**src/rtl/mux2_read_seq.sv**
```systemverilog
module mux2_read_seq #(
  parameter int BUS_W = 16,
  parameter int CNT_W = 5,
  parameter int S_W   = 3,
  parameter int M_W   = 4
) (
  input  logic               clk,
  input  logic               rst_n,
  input  logic               start,
  input  logic [2*BUS_W-1:0] addr,
  input  logic [M_W-1:0]     cs_on,
  input  logic [CNT_W-1:0]   cs_off,
  input  logic [S_W-1:0]     adv1_on,
  input  logic [S_W-1:0]     adv1_off,
  input  logic [M_W-1:0]     adv2_on,
  input  logic [CNT_W-1:0]   adv2_off,
  input  logic [S_W-1:0]     oe1_on,
  input  logic [S_W-1:0]     oe1_off,
  input  logic [M_W-1:0]     oe2_on,
  input  logic [CNT_W-1:0]   oe2_off,
  input  logic [CNT_W-1:0]   acc_tick,
  input  logic [CNT_W-1:0]   end_tick,
  input  logic [BUS_W-1:0]   bus_in,
  output logic [BUS_W-1:0]   bus_out,
  output logic               bus_oe,
  output logic               dir,
  output logic               cs_n,
  output logic               adv_n,
  output logic               oe_n,
  output logic [BUS_W-1:0]   rdata,
  output logic               done,
  output logic               busy,
  output logic               cfg_err
);
  localparam int ADDR_W = 2 * BUS_W;

  logic [CNT_W-1:0]  cnt_q;
  logic [ADDR_W-1:0] addr_q;
  logic              busy_q, done_q, err_q;
  logic [BUS_W-1:0]  rdata_q;

  wire [CNT_W-1:0] t_cs_on  = CNT_W'(cs_on);
  wire [CNT_W-1:0] t_a1_on  = CNT_W'(adv1_on);
  wire [CNT_W-1:0] t_a1_off = CNT_W'(adv1_off);
  wire [CNT_W-1:0] t_a2_on  = CNT_W'(adv2_on);
  wire [CNT_W-1:0] t_o1_on  = CNT_W'(oe1_on);
  wire [CNT_W-1:0] t_o1_off = CNT_W'(oe1_off);
  wire [CNT_W-1:0] t_o2_on  = CNT_W'(oe2_on);

  wire cfg_ok = (t_a1_on < t_a1_off) && (t_a1_off < t_a2_on) && (t_a2_on < adv2_off) &&
                (t_o1_on < t_o1_off) && (t_o1_off < t_o2_on) && (t_o2_on < oe2_off) &&
                (t_cs_on < cs_off) && (t_o2_on <= acc_tick) && (acc_tick < oe2_off) &&
                (adv2_off <= end_tick) && (oe2_off <= end_tick) &&
                (cs_off <= end_tick) && (acc_tick <= end_tick);

  function automatic logic in_win(input logic [CNT_W-1:0] k, lo, hi);
    return (k >= lo) && (k < hi);
  endfunction

  always_ff @(posedge clk or negedge rst_n) begin
    if (!rst_n) begin
      busy_q  <= 1'b0;
      cnt_q   <= '0;
      addr_q  <= '0;
      done_q  <= 1'b0;
      err_q   <= 1'b0;
      rdata_q <= '0;
    end else begin
      done_q <= 1'b0;
      if (!busy_q) begin
        if (start) begin
          if (cfg_ok) begin
            busy_q <= 1'b1;
            cnt_q  <= '0;
            addr_q <= addr;
            err_q  <= 1'b0;
          end else begin
            err_q  <= 1'b1;
          end
        end
      end else begin
        if (cnt_q == acc_tick) rdata_q <= bus_in;
        if (cnt_q == end_tick) begin
          busy_q <= 1'b0;
          done_q <= 1'b1;
        end else begin
          cnt_q <= cnt_q + 1'b1;
        end
      end
    end
  end

  wire drive = busy_q && (cnt_q < t_o2_on);

  assign dir     = drive;
  assign bus_oe  = drive;
  assign bus_out = !drive ? '0 :
                   (cnt_q < t_o1_off) ? addr_q[ADDR_W-1:BUS_W] : addr_q[BUS_W-1:0];
  assign cs_n    = !(busy_q && in_win(cnt_q, t_cs_on, cs_off));
  assign adv_n   = !(busy_q && (in_win(cnt_q, t_a1_on, t_a1_off) ||
                                in_win(cnt_q, t_a2_on, adv2_off)));
  assign oe_n    = !(busy_q && (in_win(cnt_q, t_o1_on, t_o1_off) ||
                                in_win(cnt_q, t_o2_on, oe2_off)));
  assign rdata   = rdata_q;
  assign done    = done_q;
  assign busy    = busy_q;
  assign cfg_err = err_q;
endmodule


```
**config.mk**
```make
export PLATFORM = sky130hd
export DESIGN_NAME = mux2_read_seq
export DESIGN_NICKNAME = d
export VERILOG_FILES = /design/src/rtl/mux2_read_seq.sv
export SDC_FILE = /design/constraint.sdc
export NUM_CORES = 1
export LEC_CHECK = 0
export ABC_AREA = 0
export CORE_MARGIN = 4
export CORE_UTILIZATION = 38
export CTS_CLUSTER_DIAMETER = 40
export DETAILED_ROUTE_END_ITERATION = 10
export DONT_BUFFER_PORTS = 1
export PLACE_DENSITY = 0.51
export REMOVE_ABC_BUFFERS = 1
export SYNTH_ARGS = -nofsm -noshare
export SYNTH_HDL_FRONTEND = slang
export SYNTH_SLANG_ARGS = --single-unit
```
**constraint.sdc**
```tcl
create_clock -name clk -period 8.75 [get_ports clk]
set_input_delay 2.625 -clock clk [delete_from_list [all_inputs] [get_ports clk]]
set_output_delay 2.625 -clock clk [all_outputs]
set_load 0.005 [all_outputs]
```
# == After elaboration in Yosys (flattened, before gate mapping) ==
# Index checks and enable logic that the tools add are counted.
# totals
ff_bits,56
in_bits,100
out_inout_bits,40
word_cells,80
# classes
addsub,1
n_lt_le_gt_ge,24
eq_ne,3
mux,13
bitwise,1
n_reduce_logical,32
# op_table
operator,n
$mux W16,2
$logic_and A1 B1 Y1,21
$le A5 B5 Y1,4
$lt A5 B5 Y1,4
$mux W5,4
$ge A5 B4 Y1,3
$lt A4 B5 Y1,3
$eq A5 B5 Y1,2
$ge A5 B3 Y1,2
$lt A5 B3 Y1,2
$lt A3 B4 Y1,2
$mux W1,7
$lt A3 B3 Y1,2
$reduce_and A3 Y1,2
$add A5 B1 Y5 const B,1
$le A4 B5 Y1,1
$lt A5 B4 Y1,1
$reduce_and A2 Y1,2
$reduce_bool A2 Y1,2
$logic_not A1 Y1,3
$logic_or A1 B1 Y1,2
$ne A2 B2 Y1 const B,1
$not A1 Y1,1

# == Depth between registers and ports, before layout ==
# Gate-level depths: netlist of the first run.
# depth
word_depth,16
mapped_depth,10

# == Worst setup path after synthesis of the first run ==
# No wires, ideal clock.
# synth_timing
path_type,input -> output
start,input port oe2_on[2]
end,output port dir
arrival_time_ns,4.072
slack_ns,2.053
cell_stages,8
path_buffers,2
cell_sequence,inv_1 -> ha_1 -> a21o_1 -> a211oi_1 -> o211ai_1 -> clkbuf_1 -> inv_1 -> buf_4
# synth_between
elab_chain_cells,2
# synth_rtl
item,line_no,source
"start, declared",19,"input logic [M_W-1:0] oe2_on,"
$lt A5 B4 Y1,93,wire drive = busy_q && (cnt_q < t_o2_on);
$logic_and A1 B1 Y1,93,
"end, declared",26,"output logic dir,"
# No other way between the ends.

# == Final worst setup path of the first run ==
# layout_timing
start,input port oe1_off[1]
end,output port oe_n
# layout_between
elab_chain_cells,5
# layout_rtl
item,line_no,source
"start, declared",18,"input logic [S_W-1:0] oe1_off,"
$lt A5 B3 Y1,57,return (k >= lo) && (k < hi);
$logic_and A1 B1 Y1,57,
$logic_or A1 B1 Y1,102,"assign oe_n = !(busy_q && (in_win(cnt_q, t_o1_on, t_o1_off) ||"
$logic_and A1 B1 Y1,102,
$logic_not A1 Y1,102,
"end, declared",29,"output logic oe_n,"
# No other way between the ends.

==> qor.csv, run 1 <==
metric,value,unit
pin count of the biggest net entering global routing,57,
WHS,0.5049,ns
Flop pwr share,42.0,%
crit path max-delay cell type,nand2_1,
CP required,6.12,ns
"Seq/Total Area, Yosys",31.68,%
power per cell area,217.6,mW/mm2
post-DR vias/cell,5.384,
worst r2r path cells,7,
layout cells sized above 1,13.27,%
met3 wire length,895,um
critical path capture point,oe_n,
DP Area,0.004543,mm2
n_diodes,0,
DR top layer,met4,
LEAKAGE,2.447,nW
most area-hungry cell type in the Yosys netlist,dfrtp_1,
PortBufs,0,
Critical Path Sink Type,output port,
vias in the first global route,3313,
die height,115.9,um
crit share post-route,78.80,%
final setup vio count,0,
Top Ports,140,
cts repair resizes,0,
core box area,0.01142,mm2
total power,1.021,mW
Period minus WS final,6.895,ns
Int Pwr,0.6404,mW
DR iter-0 viols,113,
CP arrival,4.27,ns
"FF+latch count, synth",56,
R2R Setup Slk,6.00,ns
clock sink count,56,
Worst Skew,0.007346,ns
postcts setup bufs,0,
clk_lat worst skew,0.29,ns
Root Driver,clkbuf_16,
drt wl/cell,18.58,um
critical path startpoint category,primary input,
met2 WL,5.192,mm
part of the power in the clock network,19.7,%
Max Cap Viol,0,
Initial Utilization,38.74,%
run status,"finished, final reports clean",
design area,0.004695,mm2
Max Buffers Root-to-Sink,2,
# H-tree levels,2,
main flop type after synthesis,dfrtp_1,
CTS tree,yes,
max frequency,145.0,MHz
pre-CTS WS,1.820,ns
Yosys warnings,0,
Yosys cell types,43,
routability cong.,0.8250,
ys async rst share,100.0,%
r2r endpoint,addr_q[27],
GR Util All Layers,16.27,%
routed via count,3123,
CP Max Fanout,17,
most frequent cells in the layout,"ha_1 (80), dfrtp_1 (56), inv_1 (49)",
Reg2Reg Launch Point,busy,
DRT Wirelength,10.78,mm
"IR drop worst, VDD",0.00009397,V
Crit path largest cell delay,0.67,ns
mapped cell area,0.004423,mm2
NetSw,0.3809,mW
site row count,39,
pins over their slew limit,0,
Metal-1 WL,4.611,mm
Placed Cells incl. Taps,572,
Die ar.,0.01343,mm2
first-pass GRT wire length,17.11,mm
Worst Max-Slew Pin Slew,1.218,ns
Worst slew margin,18.34,%
Post-DP HPWL,8.496,mm
Mean Syn Cell Area,10.08,um2
CTS Buf Count,5,
Gate Count Post-Synth,439,
WS Path Type,in -> out,
Layout Cells excl Fill,580,
Setup WS post-layout,1.855,ns
# hold bufs at CTS,0,
Finished Core Util,41.11,%
"EDFF count, synth",0,
unrepaired setup endpoints after global routing,false,
GRT overflow,0,
nets@finish,616,
setup TNS,0,ns
Layout area overhead,6.139,%
cells along the critical path,inv_1 -> ha_1 -> a21boi_0 -> o21ai_0 -> nand2_1 -> a21oi_1 -> o21ai_0,
fill count,1147,
"Hold Violations, Final",0,
Yosys top cell area share,31.68,%
worst setup path startpoint,oe1_off[1],
CP dominant cell by count,o21ai_0,
initial antenna violation count,0,
Logic pwr share,38.3,%
"most common cell after layout, fill and taps aside",ha_1,
register clock-pin slew on the reported worst setup and hold paths,0.07,ns
ranking of synthesized cells by area,"dfrtp_1 (32%), ha_1 (23%), mux2_2 (11%)",
die width,115.9,um
Switching Fraction,37.30,%
DRT Pass-1 Iters,4,
worst hold path class,reg -> reg,
Residual DRC,0,
Routed Antenna Nets,0,
==> layer usage <==
metal  GRT usage, %  vias up
met5              0        -
met4          2.707        0
met3          5.170        8
met2          27.66       96
met1          20.61     1470
li1               -     1549
==> registers in the layout, summed over array words and instances, names as in the netlist <==
name and count:
rdata 16, cnt_q 5, addr_q 32, busy 1, cfg_err 1, done 1
==> power groups by stage <==
stage          clock, mW  sequential (mW)  combinational (mW)
6_report           0.201            0.429               0.391
3_3_place_gp           0            0.436               0.378
3_5_place_dp           0            0.437               0.395
4_1_cts            0.211            0.432               0.398
2_1_floorplan          0            0.395               0.321
5_1_grt            0.224            0.444               0.455
==> layout make-up <==
cell class / count / area (um2) / area share (%)
clock buffers: 5 / 125.1 / 2.665
inverters: 49 / 183.9 / 3.918
flip-flops and latches: 56 / 1401 / 29.85
well taps: 143 / 178.9 / 3.811
repair buffers: 2 / 15.01 / 0.3198
clock inverters: 3 / 26.28 / 0.5597
multi-input cells: 322 / 2764 / 58.88
==> cell usage after synthesis (3+ instances only) <==
library cell,n
nor3b_1,4
inv_1,49
a21oi_1,16
nand4_1,7
mux2i_1,18
o21ai_0,22
a211oi_1,4
ha_1,80
xor2_1,3
xnor2_1,7
o22ai_1,4
buf_4,3
nand3_1,6
mux2_1,3
nor2b_1,7
a21o_1,11
mux2_2,45
nor3_1,8
a21boi_0,5
nand2b_1,11
nand2_1,10
nor2_1,30
o211ai_1,4
dfrtp_1,56
clkbuf_1,5
==> worst max-delay path, delay by kind of cell <==
family                     cells  cell delay [ns]
AOI/OAI and AO/OA              4             0.68
and+or+nand+nor                1             0.67
adders and majority gates      1             0.26
buffers and inverters          1             0.04
==> worst min-delay path by stage <==
stage / start / endpoint / cells past startpoint
6_report: addr_q[28] / addr_q[28] / 1
4_1_cts: addr_q[30] / addr_q[30] / 1
2_1_floorplan: addr_q[28] / addr_q[28] / 1
3_3_place_gp: addr_q[8] / addr_q[8] / 1
3_5_place_dp: addr_q[30] / addr_q[30] / 1
5_1_grt: addr_q[4] / addr_q[4] / 1
==> cells by family after synthesis <==
logic type	synth area share, %
muxes	16.29
DFF	31.68
xor gates and xnor gates	1.980
AOI/OAI and AO/OA	10.92
adders and majority gates	22.63
buffers and inverters	5.828
and+or+nand+nor	10.67
Power figures use the tool's default switching activity.
==> run 2: changes to the inputs <==
==> constraint.sdc (replaced) <==
create_clock -name clk -period 6.8 [get_ports clk]
set_input_delay 2.04 -clock clk [delete_from_list [all_inputs] [get_ports clk]]
set_output_delay 2.04 -clock clk [all_outputs]
set_load 0.005 [all_outputs]
==> run 2 against run 1 <==
Compared with the run above:
- flip-flop and latch count unchanged
- sequential share of layout area down 0.10 points
- register-to-register slack worse by 1.9 ns
- sequential power up 28%
- hold slack worse by 0.016 ns
- total power up 29%
- count of clock-buffer cells in the layout unchanged
- critical endpoint unchanged
- highest routed layer unchanged
==> qor.csv, run 2 (same netlist as run 1, synthesis figures left out) <==
metric,value,unit
routability cong.,0.7869,
Top Ports,140,
unrepaired setup endpoints after global routing,false,
CP dominant cell by count,a21o_1,
max frequency,183.2,MHz
met3 usage,5.117,%
CP Max Fanout,3,
cells along the critical path,inv_1 -> ha_1 -> a21o_1 -> a21o_1 -> a21o_1 -> a221oi_1 -> o21ai_0,
postcts setup bufs,0,
fill count,1103,
CTS tree,yes,
cts repair resizes,0,
LEAKAGE,2.461,nW
GR Util All Layers,16.37,%
"IR drop worst, VDD",0.0001247,V
CP arrival,3.42,ns
drt wl/cell,18.19,um
Largest Register,addr_q,
WS Path Type,in -> out,
GRT busiest layer,met2,
Post-DP HPWL,8.438,mm
Routed Antenna Nets,0,
# hold bufs at CTS,0,
pin count of the biggest net entering global routing,57,
max reg flops,32,
Period minus WS final,5.457,ns
"Hold Violations, Final",0,
critical path startpoint category,primary input,
WHS,0.4890,ns
"Buf+Inv Stages, Crit Path",1,
Max Cap Viol,0,
crit-path leading delay family,compound AO/OA/AOI/OAI gates,
Initial Utilization,38.74,%
Hold Path Cell Cnt,1,
final setup vio count,0,
DRT Wirelength,10.58,mm
crit path max-delay cell type,a221oi_1,
first-pass GRT wire length,17.28,mm
core box area,0.01142,mm2
n_diodes,0,
GRT overflow,0,
# H-tree levels,2,
clk_lat worst skew,0.29,ns
run status,"finished, final reports clean",
Layout Cells excl Fill,582,
nets@finish,618,
Placed Cells incl. Taps,574,
die width,115.9,um
Die ar.,0.01343,mm2
most frequent cells in the layout,"ha_1 (80), dfrtp_1 (56), inv_1 (49)",
pins over their slew limit,0,
worst r2r path cells,7,
site row count,39,
met1 usage in global routing,21.55,%
worst hold path class,reg -> reg,
post-DR vias/cell,5.457,
CP required,4.76,ns
CTS Buf Count,5,
DR iter-0 viols,135,
Critical Path Sink Type,output port,
PortBufs,0,
layout cells sized above 1,13.67,%
power per cell area,280.1,mW/mm2
setup TNS,0,ns
vias in the first global route,3339,
DRT Pass-1 Iters,4,
Layout area overhead,6.506,%
register clock-pin slew on the reported worst setup and hold paths,0.07,ns
Max Buffers Root-to-Sink,2,
clock sink count,56,
Worst Skew,0.002309,ns
Worst slew margin,48.56,%
initial antenna violation count,0,
Worst path depth,7,
M2 GR Usage,27.08,%
die height,115.9,um
Crit path largest cell delay,0.31,ns
Root Driver,clkbuf_16,
crit share post-route,80.25,%
Worst Max-Slew Pin Slew,0.7716,ns
routed via count,3176,
"most common cell after layout, fill and taps aside",ha_1,
Residual DRC,0,
-- run 2: cell count changes in the layout (fill, tap and decap cells not counted), sizes merged --
cell	previous run	this run
clkinv	0	1
buf	2	4
clkinvlp	2	1
-- run 2: routing by layer --
layer  vias up  part of all wire (%)  routed length, um
met5         -                     0                  0
met4         0                  0.84                 89
met3         8                   7.7                813
met2        91                    47               4983
met1      1513                    44               4697
li1       1564                     -                  -
-- run 2: cell type report --
type,instances,area [um2],share of cell area (%)
multi-input cells,322,2764,58.67
flip-flops and latches,56,1401,29.75
inverters,49,183.9,3.904
well taps,143,178.9,3.798
clock buffers,5,125.1,2.656
repair buffers,4,30.03,0.6374
clock inverters,3,27.53,0.5843
-- run 2: final timing paths --
kind / startpoint / endpoint / slack (ns)
worst max-delay path: oe2_off[1] / oe_n / 1.34
worst min-delay path: addr_q[29] / addr_q[29] / 0.49
worst max register to register: busy / addr_q[5] / 4.06
worst min register to register: addr_q[29] / addr_q[29] / 0.49
max in group asynchronous: rst_n / addr_q[5] / 5.27
min in group asynchronous: rst_n / done / 1.44
-- run 2: through the flow --
step	utilization, %	power (mW)	worst slack, ns	instance area, um2
after detailed placement	39.92	1.075	1.323	4558
after global placement	39.92	1.052	1.315	4558
after global routing	41.26	1.459	1.198	4711
final	41.26	1.319	1.343	4711
after CTS	41.26	1.348	1.315	4711
after floorplan	-	0.9218	1.354	4349
-- run 2: power breakdown --
| group | internal [mW] | total, mW | switching [mW] |
|---|---|---|---|
| clock network | 0.140 | 0.264 | 0.124 |
| registers | 0.423 | 0.550 | 0.128 |
| logic | 0.263 | 0.505 | 0.242 |
==> run 3: changes to the inputs <==
==> constraint.sdc (replaced) <==
create_clock -name clk -period 5.5 [get_ports clk]
set_input_delay 1.65 -clock clk [delete_from_list [all_inputs] [get_ports clk]]
set_output_delay 1.65 -clock clk [all_outputs]
set_load 0.005 [all_outputs]
==> run 3 against run 2 <==
Compared with the run above:
- cell count unchanged
- highest routed layer unchanged
- non-clock buffer count unchanged
- critical path type unchanged
- flip-flop and latch count unchanged
- count of clock-buffer cells in the layout unchanged
- sequential share of layout area about the same
- clock skew up 0.0023 ns
- register-to-register slack worse by 1.3 ns
- clock power up 20%
- wire length up 0.25%
- combinational power up 24%
- cell area down 0.13%
- total power up 23%
==> qor.csv, run 3 (same netlist as run 1, synthesis figures left out) <==
metric,value,unit
crit share post-route,84.86,%
postcts setup bufs,0,
routed via count,3167,
core box area,0.01142,mm2
PortBufs,0,
run status,"finished, final reports clean",
Max Buffers Root-to-Sink,2,
crit path max-delay cell type,ha_1,
"Hold Violations, Final",0,
DRT Pass-1 Iters,4,
CP arrival,3.02,ns
Hold Path End,addr_q[29],
# hold bufs at CTS,0,
Worst Skew,0.004589,ns
Layout area overhead,6.365,%
WS Path Type,in -> out,
cells along the critical path,inv_1 -> ha_1 -> a21o_1 -> a211oi_1 -> o211ai_1 -> buf_4 -> nor2_1,
Die ar.,0.01343,mm2
worst setup path startpoint,oe2_on[2],
GR Util All Layers,16.07,%
setup TNS,0,ns
nets@finish,618,
Worst slew margin,49.70,%
Post-DP HPWL,8.424,mm
clk_lat worst skew,0.29,ns
WHS,0.4910,ns
die height,115.9,um
max reg flops,32,
worst hold path class,reg -> reg,
CTS Buf Count,5,
Hold Path Cell Cnt,1,
drt wl/cell,18.23,um
pins over their slew limit,0,
Period minus WS final,4.667,ns
most frequent cells in the layout,"ha_1 (80), dfrtp_1 (56), inv_1 (49)",
Max Cap Viol,0,
n_diodes,0,
"IR drop worst, VDD",0.0001558,V
CP Max Fanout,17,
clock sink count,56,
Top Ports,140,
Root Driver,clkbuf_16,
DR iter-0 viols,183,
unrepaired setup endpoints after global routing,false,
vias in the first global route,3324,
total power,1.621,mW
power per cell area,344.5,mW/mm2
DRT Wirelength,10.61,mm
Reg2Reg Launch Point,busy,
CP required,3.85,ns
cts repair resizes,0,
Initial Utilization,38.74,%
Largest Register,addr_q,
Critical Path Sink Type,output port,
post-DR vias/cell,5.442,
worst r2r path cells,7,
register clock-pin slew on the reported worst setup and hold paths,0.07,ns
# H-tree levels,2,
final setup vio count,0,
Worst Max-Slew Pin Slew,0.7545,ns
CTS tree,yes,
layout cells sized above 1,13.67,%
die width,115.9,um
r2r endpoint,addr_q[5],
max frequency,214.3,MHz
Crit path largest cell delay,0.31,ns
site row count,39,
R2R Setup Slk,2.78,ns
hold path start,addr_q[29],
critical path startpoint category,primary input,
Routed Antenna Nets,0,
"most common cell after layout, fill and taps aside",ha_1,
first-pass GRT wire length,17.00,mm
GRT overflow,0,
Finished Core Util,41.20,%
routability cong.,0.7868,
pin count of the biggest net entering global routing,57,
LEAKAGE,2.460,nW
initial antenna violation count,0,
Residual DRC,0,
[run 3: critical path: cells and delay by family]
family          cells  cell delay [ns]
simple gates        1             0.18
fa+ha+maj           1             0.31
buf+inv             2             0.27
compound gates      3             0.60
[run 3: power breakdown]
group | internal (mW) | switching, mW
combinational | 0.324 | 0.300
sequential | 0.523 | 0.157
clock | 0.170 | 0.147
total | 1.02 | 0.604
[run 3: metal layers]
layer / share of wire [%] / global-route usage, % / vias up
met3: 9.0 / 5.117 / 11
met2: 47 / 26.39 / 98
met1: 43 / 21.17 / 1495
met5: 0 / 0 / -
li1: - / - / 1563
met4: 0.94 / 2.630 / 0
[run 3: stage by stage]
step                      cells  instance area (um2)  worst slack (ns)
after floorplan             427                 4349            0.8336
after global placement      574                 4558            0.7947
after detailed placement    574                 4558            0.7733
after CTS                   582                 4705            0.7651
after global routing        582                 4705            0.6734
final                       582                 4705            0.8326
[run 3: how the worst max path moves through the flow]
stage / to / slack, ns / depth (start not counted)
after floorplan: bus_out[0] / 0.83 / 6
after global placement: oe_n / 0.79 / 7
after detailed placement: oe_n / 0.77 / 7
after CTS: oe_n / 0.77 / 7
after global routing: oe_n / 0.67 / 7
final: bus_out[3] / 0.83 / 7
[run 3: cell type report]
type                    instances  area [um2]
clock buffers                   5       125.1
clock inverters                 3       21.27
fillers                      1110        6714
inverters                      49       183.9
multi-input cells             322        2764
flip-flops and latches         56        1401
well taps                     143       178.9
repair buffers                  4       30.03
